<file path="src/rtl/iter_ha_adder.sv">
module iter_ha_adder #(
  parameter int WIDTH = 16
) (
  input  logic             clk,
  input  logic             rst_n,
  input  logic             req,
  input  logic [WIDTH-1:0] a,
  input  logic [WIDTH-1:0] b,
  output logic [WIDTH-1:0] sum,
  output logic             cout,
  output logic             done
);

  typedef enum logic [1:0] {IDLE, RUN, HOLD} state_t;

  state_t           state;
  logic [WIDTH-1:0] s_q, c_q;
  logic             cout_q;

  // select makes one 0->1 transition per operation: operands first, feedback after
  logic             sel;
  logic [WIDTH-1:0] ha_x, ha_y, ha_s, ha_c;

  assign sel  = (state == RUN);
  assign ha_x = sel ? s_q : a;
  assign ha_y = sel ? (c_q << 1) : b;
  assign ha_s = ha_x ^ ha_y;
  assign ha_c = ha_x & ha_y;

  wire start   = (state == IDLE) && req;
  wire settled = (c_q == '0);

  always_ff @(posedge clk or negedge rst_n) begin
    if (!rst_n) begin
      state  <= IDLE;
      s_q    <= '0;
      c_q    <= '0;
      cout_q <= 1'b0;
    end else begin
      unique case (state)
        IDLE: if (start) begin
          s_q    <= ha_s;
          c_q    <= ha_c;
          cout_q <= ha_c[WIDTH-1];
          state  <= RUN;
        end
        RUN: if (settled) begin
          state <= HOLD;
        end else begin
          s_q    <= ha_s;
          c_q    <= ha_c;
          cout_q <= cout_q | ha_c[WIDTH-1];
        end
        HOLD: if (!req) state <= IDLE;
        default: state <= IDLE;
      endcase
    end
  end

  assign sum  = s_q;
  assign cout = cout_q;
  assign done = (state == HOLD);

  assert_no_done_on_load_R2: assert property (@(posedge clk) disable iff (!rst_n)
    start |=> !done);

  assert_done_no_carry_R5: assert property (@(posedge clk) disable iff (!rst_n)
    done |-> (c_q == '0));

  assert_hold_R8: assert property (@(posedge clk) disable iff (!rst_n)
    (done && req) |=> (done && $stable(sum) && $stable(cout)));

  assert_clear_R8: assert property (@(posedge clk) disable iff (!rst_n)
    (done && !req) |=> !done);

  assert_no_11_R10: assert property (@(posedge clk) disable iff (!rst_n)
    (s_q & c_q) == '0);

  assert_cout_sticky_R4: assert property (@(posedge clk) disable iff (!rst_n)
    (cout && !done && state != IDLE) |=> cout);

endmodule

</file>
<file path="config.mk">
export PLATFORM = sky130hd
export DESIGN_NAME = iter_ha_adder
export DESIGN_NICKNAME = d
export VERILOG_FILES = /design/src/rtl/iter_ha_adder.sv
export SDC_FILE = /design/constraint.sdc
export NUM_CORES = 1
export LEC_CHECK = 0
export CAP_MARGIN = 15
export CORE_MARGIN = 2
export CORE_UTILIZATION = 45
export CTS_CLUSTER_DIAMETER = 200
export DETAILED_ROUTE_END_ITERATION = 12
export PLACE_DENSITY = 0.76
export SYNTH_ARGS = -nofsm -noshare
export SYNTH_HDL_FRONTEND = slang
export SYNTH_SLANG_ARGS = --single-unit
</file>
<file path="constraint.sdc">
create_clock -name clk -period 4.1 [get_ports clk]
set_clock_uncertainty 0.15 [all_clocks]
set_input_delay 0.82 -clock clk [delete_from_list [all_inputs] [get_ports clk]]
set_output_delay 0.82 -clock clk [all_outputs]
set_load 0.005 [all_outputs]
</file>
# --- Word level (Yosys, flattened, before mapping) ---
# Index checks and enable logic that the tools add are counted.
totals:
  out_inout_bits: 18
  word_cells: 34
  in_bits: 35
  register_bits: 35
op_classes:
  muxes: 15
  n_bitwise: 3
  n_reduce_logical: 6
  eq_ne: 6
op_table:
  columns: ["cell", "count"]
  rows:
  - ["16-bit 2-to-1 mux", 6]
  - ["16-bit case mux with 2 select lines", 2]
  - ["16-bit bitwise AND", 1]
  - ["16-bit zero test", 1]
  - ["16-bit bitwise XOR", 1]
  - ["2-bit 2-to-1 mux", 3]
  - ["2-bit inequality test (second input constant)", 3]
  - ["2-bit case mux with 3 select lines", 1]
  - ["3-bit AND reduction", 2]
  - ["2-bit by 1-bit equality test with 1-bit output (second input constant)", 1]
  - ["2-bit equality test (second input constant)", 1]
  - ["2-bit zero test", 1]
  - ["1-bit 2-to-1 mux", 2]
  - ["2-bit by 1-bit inequality test with 1-bit output (second input constant)", 1]
  - ["1-bit case mux with 2 select lines", 1]
  - ["2-bit nonzero test", 1]
  - ["1-bit logical AND", 1]
  - ["1-bit bitwise OR", 1]

# --- Depth between registers and ports, before layout ---
# Gate-level depths: netlist of the first run.
logic_depth:
  ltp_word: 6
  depth_mapped: 7
  mapped_depth_nobuf: 6

# --- Worst setup path before layout of the first run ---
# OpenSTA, ideal clock, no wires.
synth_path:
  path_kind: "flip-flop to flip-flop"
  from: "reg state[0]"
  to: "reg s_q[10] (netlist: sum[10])"
  synth_period_minus_slack_ns: 2.085
  setup_time_ns: 0.125
  slack_ns: 2.015
  required_ns: 3.825
  path_stages_with_launch: 7
  arrival_time_ns: 1.809
  n_path_buf: 2
  cell_sequence: "dfrtp_1 nand2b_1 clkbuf_1 buf_2 mux2_2 ha_1 mux2_4"
synth_between:
  elab_chain_cells: 5
  elab_cells_between_ends: 13
  cone_classes: "3 x eq/ne; 5 x mux; 1 x bitwise; 4 x reduce/logical"
synth_rtl:
  columns: ["item", "line", "text"]
  rows:
  - ["from (decl)", "16", "state_t state;"]
  - ["from (signal assigned)", "35", "state <= IDLE;"]
  - ["from (signal assigned)", "45", "state <= RUN;"]
  - ["from (signal assigned)", "48", "state <= HOLD;"]
  - ["2-bit by 1-bit equality test with 1-bit output (*)", "24", "assign sel = (state == RUN);"]
  - ["16-bit 2-to-1 mux, on equally long branches", "25, 26", null]
  - ["16-bit bitwise XOR (*)", "27", "assign ha_s = ha_x ^ ha_y;"]
  - ["via ha_s[10]", "22", "logic [WIDTH-1:0] ha_x, ha_y, ha_s, ha_c;"]
  - ["16-bit 2-to-1 mux, on equally long branches", "47, 41", null]
  - ["16-bit case mux with 2 select lines (*)", "40", "unique case (state)"]
  - ["to (signal assigned)", "42", "s_q <= ha_s;"]
  - ["to (signal assigned)", "50", "s_q <= ha_s;"]
  - ["to (decl)", "17", "logic [WIDTH-1:0] s_q, c_q;"]
# The timed path passes the listed nets; every way through them passes the cells marked *. The select of a mux whose other input is x is not followed.
# A chain may end at the register's enable or synchronous reset.

# --- Final worst setup path of the first run ---
layout_path:
  from: "reg state[1]"
  to: "reg cout_q (netlist: cout)"
layout_between:
  elab_chain_cells: 6
  elab_cells_between_ends: 14
  cone_classes: "3 x eq/ne; 5 x mux; 2 x bitwise; 4 x reduce/logical"
layout_rtl:
  columns: ["item", "line", "text"]
  rows:
  - ["2-bit by 1-bit equality test with 1-bit output (*)", "24", null]
  - ["16-bit 2-to-1 mux, on equally long branches", "25, 26", null]
  - ["16-bit bitwise AND (*)", "28", "assign ha_c = ha_x & ha_y;"]
  - ["via ha_c[15]", "22", null]
  - ["1-bit bitwise OR", "52", "cout_q <= cout_q | ha_c[WIDTH-1];"]
  - ["1-bit 2-to-1 mux", "47", "RUN: if (settled) begin"]
  - ["1-bit case mux with 2 select lines (*)", "40", null]
  - ["to (signal assigned)", "44", "cout_q <= ha_c[WIDTH-1];"]
  - ["to (signal assigned)", "52", null]
  - ["to (decl)", "18", "logic cout_q;"]
# Marked as above.

==> results of run 1 <==
==> per-layer routing <==
metal | up-vias | part of all wire (%) | routed length [um] | track usage [%]
met4 | 0 | 1.1 | 46 | 5.451
li1 | 621 | - | - | -
met2 | 40 | 48 | 1980 | 29.73
met3 | 5 | 6.0 | 246 | 4.923
met5 | - | 0 | 0 | 0
met1 | 641 | 45 | 1839 | 23.15
==> registers in the layout, summed over array words and instances, names as in the netlist <==
| name | cells |
|---|---|
| sum | 16 |
| cout | 1 |
| c_q | 16 |
| state | 2 |
==> worst max-delay path: stages, from the launching register on <==
cell,delay [ns]
sky130_fd_sc_hd__dfrtp_1,0.44
sky130_fd_sc_hd__nand2b_1,0.65
sky130_fd_sc_hd__buf_4,0.38
sky130_fd_sc_hd__mux2_2,0.36
sky130_fd_sc_hd__ha_1,0.24
sky130_fd_sc_hd__nor2_1,0.11
sky130_fd_sc_hd__a21oi_1,0.07
sky130_fd_sc_hd__o22a_1,0.19
==> metrics by stage <==
step                std cells  area [um2]  worst slack, ns
finish                    247        2744            1.391
global route              247        2744            1.220
CTS                       247        2744            1.361
detailed placement        239        2626            1.247
global placement          239        2626            1.288
floorplan                 139        2071            2.015
==> path summary, 6_finish.rpt <==
check | end | slack, ns | cells past startpoint
max in group asynchronous | sum[6] | 2.70 | 2
worst min register to register | cout | 0.38 | 1
worst max register to register | cout | 1.39 | 7
worst max-delay path | cout | 1.39 | 7
worst min-delay path | cout | 0.38 | 1
min in group asynchronous | c_q[3] | 0.79 | 2
==> power breakdown <==
part,switching (mW),total (mW),internal (mW)
registers,0.110,0.600,0.490
logic,0.422,1.25,0.828
clock network,0.128,0.325,0.197
total,0.660,2.17,1.51
==> layout make-up <==
class,instances,area [um2],share of cell area (%)
clock buffers,6,82.58,3.010
clock inverters,2,35.03,1.277
inverters,1,3.754,0.1368
multi-input cells,96,1139,41.50
flip-flops and latches,35,875.8,31.92
well taps,52,65.06,2.371
repair buffers,55,543.0,19.79
==> cells by family after synthesis <==
group,share of synthesized area (%)
AOI/OAI and AO/OA,2.296
adders and majority gates,9.668
buffers and inverters,2.718
DFF,42.30
muxes,39.52
and+or+nand+nor,3.505
==> synth_stat cells, types with 2 or more instances <==
library cell,count
sky130_fd_sc_hd__dfrtp_1,35
sky130_fd_sc_hd__mux2_2,34
sky130_fd_sc_hd__mux2_4,29
sky130_fd_sc_hd__ha_1,16
sky130_fd_sc_hd__nor4_1,4
sky130_fd_sc_hd__buf_2,3
sky130_fd_sc_hd__buf_6,3
sky130_fd_sc_hd__nor2_1,3
sky130_fd_sc_hd__a21oi_1,2
sky130_fd_sc_hd__nand2b_1,2
==> flow_summary.json, run 1 <==
{
  "outcome": "complete, no violations",
  "hpwlAfterDp_um": 2917,
  "layout_worst_path_cycle_share_pct": 66.07,
  "firstDrtPassIters": 4,
  "seq_area_frac_synth_pct": 42.30,
  "finalHoldViolations": 0,
  "initial_core_utilization_pct": 47.23,
  "max_slew.worst_pin.slew_ns": 0.7789,
  "cp-end-kind": "register",
  "hold_path.startpoint": "cout",
  "post-cts-setup-buffer-count": 0,
  "setup-violations-final": 0,
  "netlist_instances": 139,
  "synth_top_area_share_pct": 42.30,
  "worstSkewPairLatency_ns": 0.29,
  "drive_above_1_share_pct": 38.97,
  "detail-route-antenna-nets": 0,
  "syn2layout_area_growth_pct": 32.51,
  "grt_use_total_pct": 18.01,
  "grt_antenna_before_repair": 0,
  "drt_iter0_drc": 77,
  "overflow": 0,
  "row_count": 24,
  "cellLeakagePower_nw": 1.294,
  "worst_setup_hold_path_clk_slew_ns": 0.07,
  "timing_worst_setup_path_type": "register to register",
  "syn-num-nets": 190,
  "clk_root_buffer_cell": "sky130_fd_sc_hd__clkbuf_8",
  "critPathMaxFanout": 18,
  "async_flop_share_pct": 100.0,
  "wire_per_inst_um": 16.65,
  "clock_path_buffers": 2,
  "drc": 0,
  "ys.flop_type": "sky130_fd_sc_hd__dfrtp_1",
  "worstSetupStartpointType": "register",
  "cap_viol_max_count": 0,
  "deepest_level_of_the_cts_h_tree": 2,
  "pwr_density_cell_nw_per_um2": 792.4,
  "floorplan.die.height_um": 71.84,
  "tns_ns": 0,
  "post_synth_instance_area_um2": 2071,
  "io-pin-count": 53,
  "ranking_of_synthesized_cells_by_area": "sky130_fd_sc_hd__dfrtp_1, sky130_fd_sc_hd__mux2_4, sky130_fd_sc_hd__mux2_2",
  "tritoncts.num_buffers": 5,
  "largest_net_degree_at_the_start_of_global_routing": 36,
  "layout.cells.most_common_list": "sky130_fd_sc_hd__clkdlybuf4s50_1, sky130_fd_sc_hd__dfrtp_1, sky130_fd_sc_hd__mux2_2",
  "rsz0062_at_grt": "false",
  "ys_seq_elements": 35,
  "fillCellCount": 333,
  "critical_path_required_ns": 4.13,
  "arrival_ns": 2.74,
  "detailroute.via_count": 1307,
  "synth.distinct_cells": 18,
  "antennaDiodeCount": 0,
  "fmax_mhz": 369.2,
  "grt_pass1_wl_um": 7176,
  "routed_wl_um": 4112,
  "vias_in_the_first_global_route": 1513,
  "avgViaCountPerCell": 5.291,
  "synth.yosys.warnings": 0,
  "final_period_minus_worst_setup_slack_ns": 2.709,
  "worst_ir_drop_vdd_mv": 0.3229,
  "dieArea_um2": 5160,
  "holdBufCountCts": 0,
  "numPortBuffers": 52,
  "power_mw": 2.174,
  "whs_ns": 0.3787,
  "min_path_type": "register to register",
  "leading_cell_type_in_the_layout_fill_and_taps_excluded": "sky130_fd_sc_hd__clkdlybuf4s50_1",
  "cts_tree": "done",
  "post_cts_resized": 0,
  "number_of_flops_mapped_to_enable_cells_by_yosys": 0,
  "relSlewSlack_pct": 48.07,
  "core_um2": 4384,
  "syn-mean-instance-area_um2": 14.90,
  "die_width_um": 71.84,
  "cp-startpoint": "state[1]",
  "design.final.nets": 245,
  "cts.sinks": 35,
  "yosysTopAreaCell": "sky130_fd_sc_hd__dfrtp_1",
  "worstReg2RegStart": "state[1]",
  "gpl.final_weighted_congestion": 0.7645,
  "post-route-util_pct": 62.59,
  "slew_viol_final": 0
}
Power figures use the tool's default switching activity.
==> inputs of run 2 (changes only) <==
Clock period 4.1 ns to 2.5 ns, I/O delays scaled along.
==> run 2 against run 1 <==
Sequential power grew 65%. Critical path depth decreased by 5. Final cell count increased by 0.81%. Clock-buffer cell count up 2. Die area did not move. Utilization up 0.51 points. Sequential share of layout area is 0.26 points lower. Register-to-register slack worse by 0.97 ns. Non-clock buffer count increased by 2. Hold slack got worse by 0.0082 ns. Design area grew 0.82%. Largest cell class unchanged. Highest routed layer unchanged.
==> flow_summary.json, run 2 (synthesis results as in run 1) <==
{
  "outcome": "complete, no violations",
  "worst_ir_drop_vdd_mv": 0.5788,
  "finalHoldViolations": 0,
  "clock_path_buffers": 2,
  "holdBufCountCts": 0,
  "drc": 0,
  "hpwlAfterDp_um": 3021,
  "critPathMaxFanout": 6,
  "vias_in_the_first_global_route": 1453,
  "gpl.final_weighted_congestion": 0.7504,
  "fin_cells": 249,
  "cp-end-kind": "output port",
  "worst_setup_hold_path_clk_slew_ns": 0.07,
  "dieArea_um2": 5160,
  "design.final.nets": 247,
  "die_width_um": 71.84,
  "drive_above_1_share_pct": 39.09,
  "cap_viol_max_count": 0,
  "place.detailed.instances": 241,
  "floorplan.die.height_um": 71.84,
  "firstDrtPassIters": 4,
  "worstSetupStartpointType": "register",
  "layout.cells.most_common_list": "sky130_fd_sc_hd__clkdlybuf4s50_1, sky130_fd_sc_hd__dfrtp_1, sky130_fd_sc_hd__mux2_2",
  "worstSkewPairLatency_ns": 0.29,
  "initial_core_utilization_pct": 47.23,
  "fmax_mhz": 466.3,
  "row_count": 24,
  "cellLeakagePower_nw": 1.305,
  "power_mw": 3.576,
  "timing_worst_setup_path_type": "register to output port",
  "fillCellCount": 336,
  "relSlewSlack_pct": 70.15,
  "cts_tree": "done",
  "grt_antenna_before_repair": 0,
  "critical_path_required_ns": 1.85,
  "setup-violations-final": 0,
  "pwr_density_cell_nw_per_um2": 1293,
  "rsz0062_at_grt": "false",
  "post-route-util_pct": 63.10,
  "layout_worst_path_cycle_share_pct": 85.78,
  "wire_per_inst_um": 16.45,
  "tns_ns": 0,
  "grt_use_total_pct": 18.03,
  "slew_viol_final": 0,
  "max_slew.worst_pin.slew_ns": 0.4477,
  "detail-route-antenna-nets": 0,
  "routed_wl_um": 4095,
  "min_path_type": "register to register",
  "leading_cell_type_in_the_layout_fill_and_taps_excluded": "sky130_fd_sc_hd__clkdlybuf4s50_1",
  "detailroute.via_count": 1303,
  "deepest_level_of_the_cts_h_tree": 2,
  "avgViaCountPerCell": 5.233,
  "largest_net_degree_at_the_start_of_global_routing": 36,
  "grt_pass1_wl_um": 7120,
  "post_cts_resized": 0,
  "core_um2": 4384,
  "antennaDiodeCount": 0,
  "io-pin-count": 53,
  "clk_root_buffer_cell": "sky130_fd_sc_hd__clkbuf_8",
  "arrival_ns": 1.49,
  "cts.sinks": 35,
  "syn2layout_area_growth_pct": 33.60,
  "final_period_minus_worst_setup_slack_ns": 2.144,
  "overflow": 0,
  "numPortBuffers": 52,
  "drt_iter0_drc": 37,
  "post-cts-setup-buffer-count": 0,
  "tritoncts.num_buffers": 5
}
## run 2: cell count changes in the layout (fill, tap and decap cells not counted)
cell	before	now
sky130_fd_sc_hd__buf_12	0	2
sky130_fd_sc_hd__bufinv_16	1	0
sky130_fd_sc_hd__clkbuf_8	6	7
sky130_fd_sc_hd__clkbuf_1	0	1
sky130_fd_sc_hd__clkinv_2	1	0
## run 2: area by class of cell
cell class                 instances  area [um2]  share of cell area (%)
clock buffer                       8       100.1                   3.618
inverter                           1       3.754                  0.1357
multi-input combinational         96        1139                   41.16
sequential                        35       875.8                   31.66
tap                               52       65.06                   2.352
timing repair buffer              57       583.1                   21.08
## run 2: where the power goes
part,leakage [nW],switching (mW),internal [mW]
sequential,0.439,0.183,0.804
clock,0.0515,0.201,0.251
combinational,0.815,0.711,1.43
total,1.31,1.09,2.48
## run 2: layer usage
metal | vias to the layer above | track usage (%) | part of all wire (%)
met5 | - | 0 | 0
met4 | 0 | 5.660 | 1.5
met3 | 6 | 4.641 | 5.9
met2 | 42 | 29.84 | 48
met1 | 630 | 23.23 | 45
li1 | 625 | - | -
## run 2: worst paths after layout
check                      startpoint      end  slack, ns  depth (start not counted)
setup / recovery             state[0]     done       0.36                          2
hold / removal                c_q[15]  c_q[15]       0.37                          1
setup reg to reg             state[1]     cout       0.42                          7
hold reg to reg               c_q[15]  c_q[15]       0.37                          1
max in group asynchronous       rst_n   sum[4]       1.41                          2
min in group asynchronous       rst_n   sum[3]       0.47                          2
## run 2: stage by stage
stage / hold slack, ns / setup slack [ns] / instance area, um2
2_1_floorplan: 0.05441 / 0.4154 / 2071
3_3_place_gp: 0.3479 / 0.2229 / 2666
3_5_place_dp: 0.3496 / 0.1977 / 2666
4_1_cts: 0.3719 / 0.3341 / 2766
5_1_grt: 0.3938 / 0.2522 / 2766
6_report: 0.3706 / 0.3555 / 2766
## run 2: critical path, stage by stage (launching register included)
cell	delay, ns
sky130_fd_sc_hd__dfrtp_1	0.46
sky130_fd_sc_hd__nor2b_1	0.21
sky130_fd_sc_hd__clkdlybuf4s50_1	0.53
==> inputs of run 3 (changes only) <==
Settings changed: GPL_TIMING_DRIVEN set to 0, SKIP_CTS_REPAIR_TIMING set to 1.
==> run 3 against run 2 <==
Sequential power about the same. Non-clock buffer count up 2. Critical endpoint is now sum[13]. Power down 1.0%. Die area unchanged.
==> flow_summary.json, run 3 (synthesis results as in run 1) <==
{
  "post-route-util_pct": 62.33,
  "drive_above_1_share_pct": 39.20,
  "timing_worst_setup_path_type": "register to register",
  "drt_iter0_drc": 61,
  "clock_path_buffers": 2,
  "arrival_ns": 2.37,
  "tritoncts.num_buffers": 5,
  "firstDrtPassIters": 4,
  "dp_worst_setup_slack_ns": 0.1178,
  "finalHoldViolations": 0,
  "grt_use_total_pct": 18.51,
  "drc": 0,
  "gpl.final_weighted_congestion": 0.7406,
  "floorplan.die.height_um": 71.84,
  "die_width_um": 71.84,
  "vias_in_the_first_global_route": 1498,
  "slew_viol_final": 0,
  "layout.cells.most_common_list": "sky130_fd_sc_hd__clkdlybuf4s50_1, sky130_fd_sc_hd__dfrtp_1, sky130_fd_sc_hd__mux2_2",
  "cts_tree": "done",
  "initial_core_utilization_pct": 47.23,
  "final_period_minus_worst_setup_slack_ns": 2.348,
  "antennaDiodeCount": 0,
  "core_um2": 4384,
  "outcome": "complete, no violations",
  "critPathMaxFanout": 10,
  "cp-end-kind": "register",
  "row_count": 24,
  "pwr_density_cell_nw_per_um2": 1295,
  "deepest_level_of_the_cts_h_tree": 2,
  "overflow": 0,
  "setup-violations-final": 0,
  "leading_cell_type_in_the_layout_fill_and_taps_excluded": "sky130_fd_sc_hd__clkdlybuf4s50_1",
  "clk_root_buffer_cell": "sky130_fd_sc_hd__clkbuf_8",
  "grt_antenna_before_repair": 0,
  "routed_wl_um": 4340,
  "final_cell_area_um2": 2733,
  "cap_viol_max_count": 0,
  "fmax_mhz": 425.9,
  "design.final.nets": 249,
  "worstReg2RegStart": "state[1]",
  "rsz0062_at_grt": "false",
  "detail-route-antenna-nets": 0,
  "relSlewSlack_pct": 47.87,
  "io-pin-count": 53,
  "worstSetupStartpointType": "register",
  "critical_path.reg2reg.endpoint": "sum[13]",
  "largest_net_degree_at_the_start_of_global_routing": 36,
  "tns_ns": 0,
  "max_slew.worst_pin.slew_ns": 0.7820,
  "numPortBuffers": 52,
  "dieArea_um2": 5160,
  "min_path_type": "primary input to asynchronous set/reset pin",
  "syn2layout_area_growth_pct": 31.96,
  "avgViaCountPerCell": 5.426,
  "final.setup.worst_slack_ns": 0.1519,
  "reg2reg_setup_slack_ns": 0.15,
  "r2r.worst_path.cells": 6,
  "critical_path_required_ns": 2.52,
  "worst_ir_drop_vdd_mv": 0.5502,
  "hpwlAfterDp_um": 3212,
  "worst_setup_hold_path_clk_slew_ns": 0.07,
  "placed_area_um2": 2651,
  "grt_pass1_wl_um": 7314,
  "detailroute.via_count": 1362,
  "cellLeakagePower_nw": 1.294,
  "layout_worst_path_cycle_share_pct": 93.92,
  "cts.sinks": 35,
  "worstSkewPairLatency_ns": 0.28,
  "wire_per_inst_um": 17.29
}
[run 3: layout make-up]
class / count / area, um2
timing repair buffer: 52 / 515.5
buffer: 7 / 52.55
tap: 52 / 65.06
multi-input combinational: 96 / 1139
clock inverter: 1 / 5.005
inverter: 1 / 3.754
clock buffer: 7 / 76.32
fill: 324 / 1652
sequential: 35 / 875.8
[run 3: how the worst max path moves through the flow]
stage	start	endpoint	slack [ns]	depth (start not counted)
after global routing	state[1]	sum[6]	0.05	6
final	state[1]	sum[13]	0.15	6
after detailed placement	req	sum[14]	0.12	5
after global placement	rst_n	sum[10]	0.01	1
after CTS	state[1]	sum[0]	0.13	6
after floorplan	state[0]	sum[10]	0.42	6
[run 3: worst max-delay path, cell delays in order (launching register included)]
cell,delay (ns)
sky130_fd_sc_hd__dfrtp_1,0.44
sky130_fd_sc_hd__nand2b_1,0.13
sky130_fd_sc_hd__clkbuf_1,0.26
sky130_fd_sc_hd__buf_2,0.32
sky130_fd_sc_hd__mux2_2,0.37
sky130_fd_sc_hd__ha_1,0.30
sky130_fd_sc_hd__mux2_4,0.26
[run 3: layer usage]
layer	GRT usage, %	vias to the layer above	part of all wire (%)
met2	29.73	53	47
li1	-	633	-
met3	5.485	10	7.0
met5	0	-	0
met4	7.128	0	2.1
met1	23.60	666	44
[run 3: power breakdown]
group	leakage, nW	internal, mW	switching (mW)
registers	0.439	0.804	0.186
logic	0.813	1.41	0.746
clock network	0.0422	0.195	0.199
total	1.29	2.41	1.13
[run 3: stage by stage]
step / power, mW / hold slack, ns / std cells
after floorplan: 2.505 / 0.05441 / 139
after global placement: 3.050 / 0.3481 / 243
after detailed placement: 3.162 / 0.3730 / 243
after CTS: 3.573 / 0.1735 / 251
after global routing: 3.789 / 0.2176 / 251
final: 3.539 / 0.1425 / 251
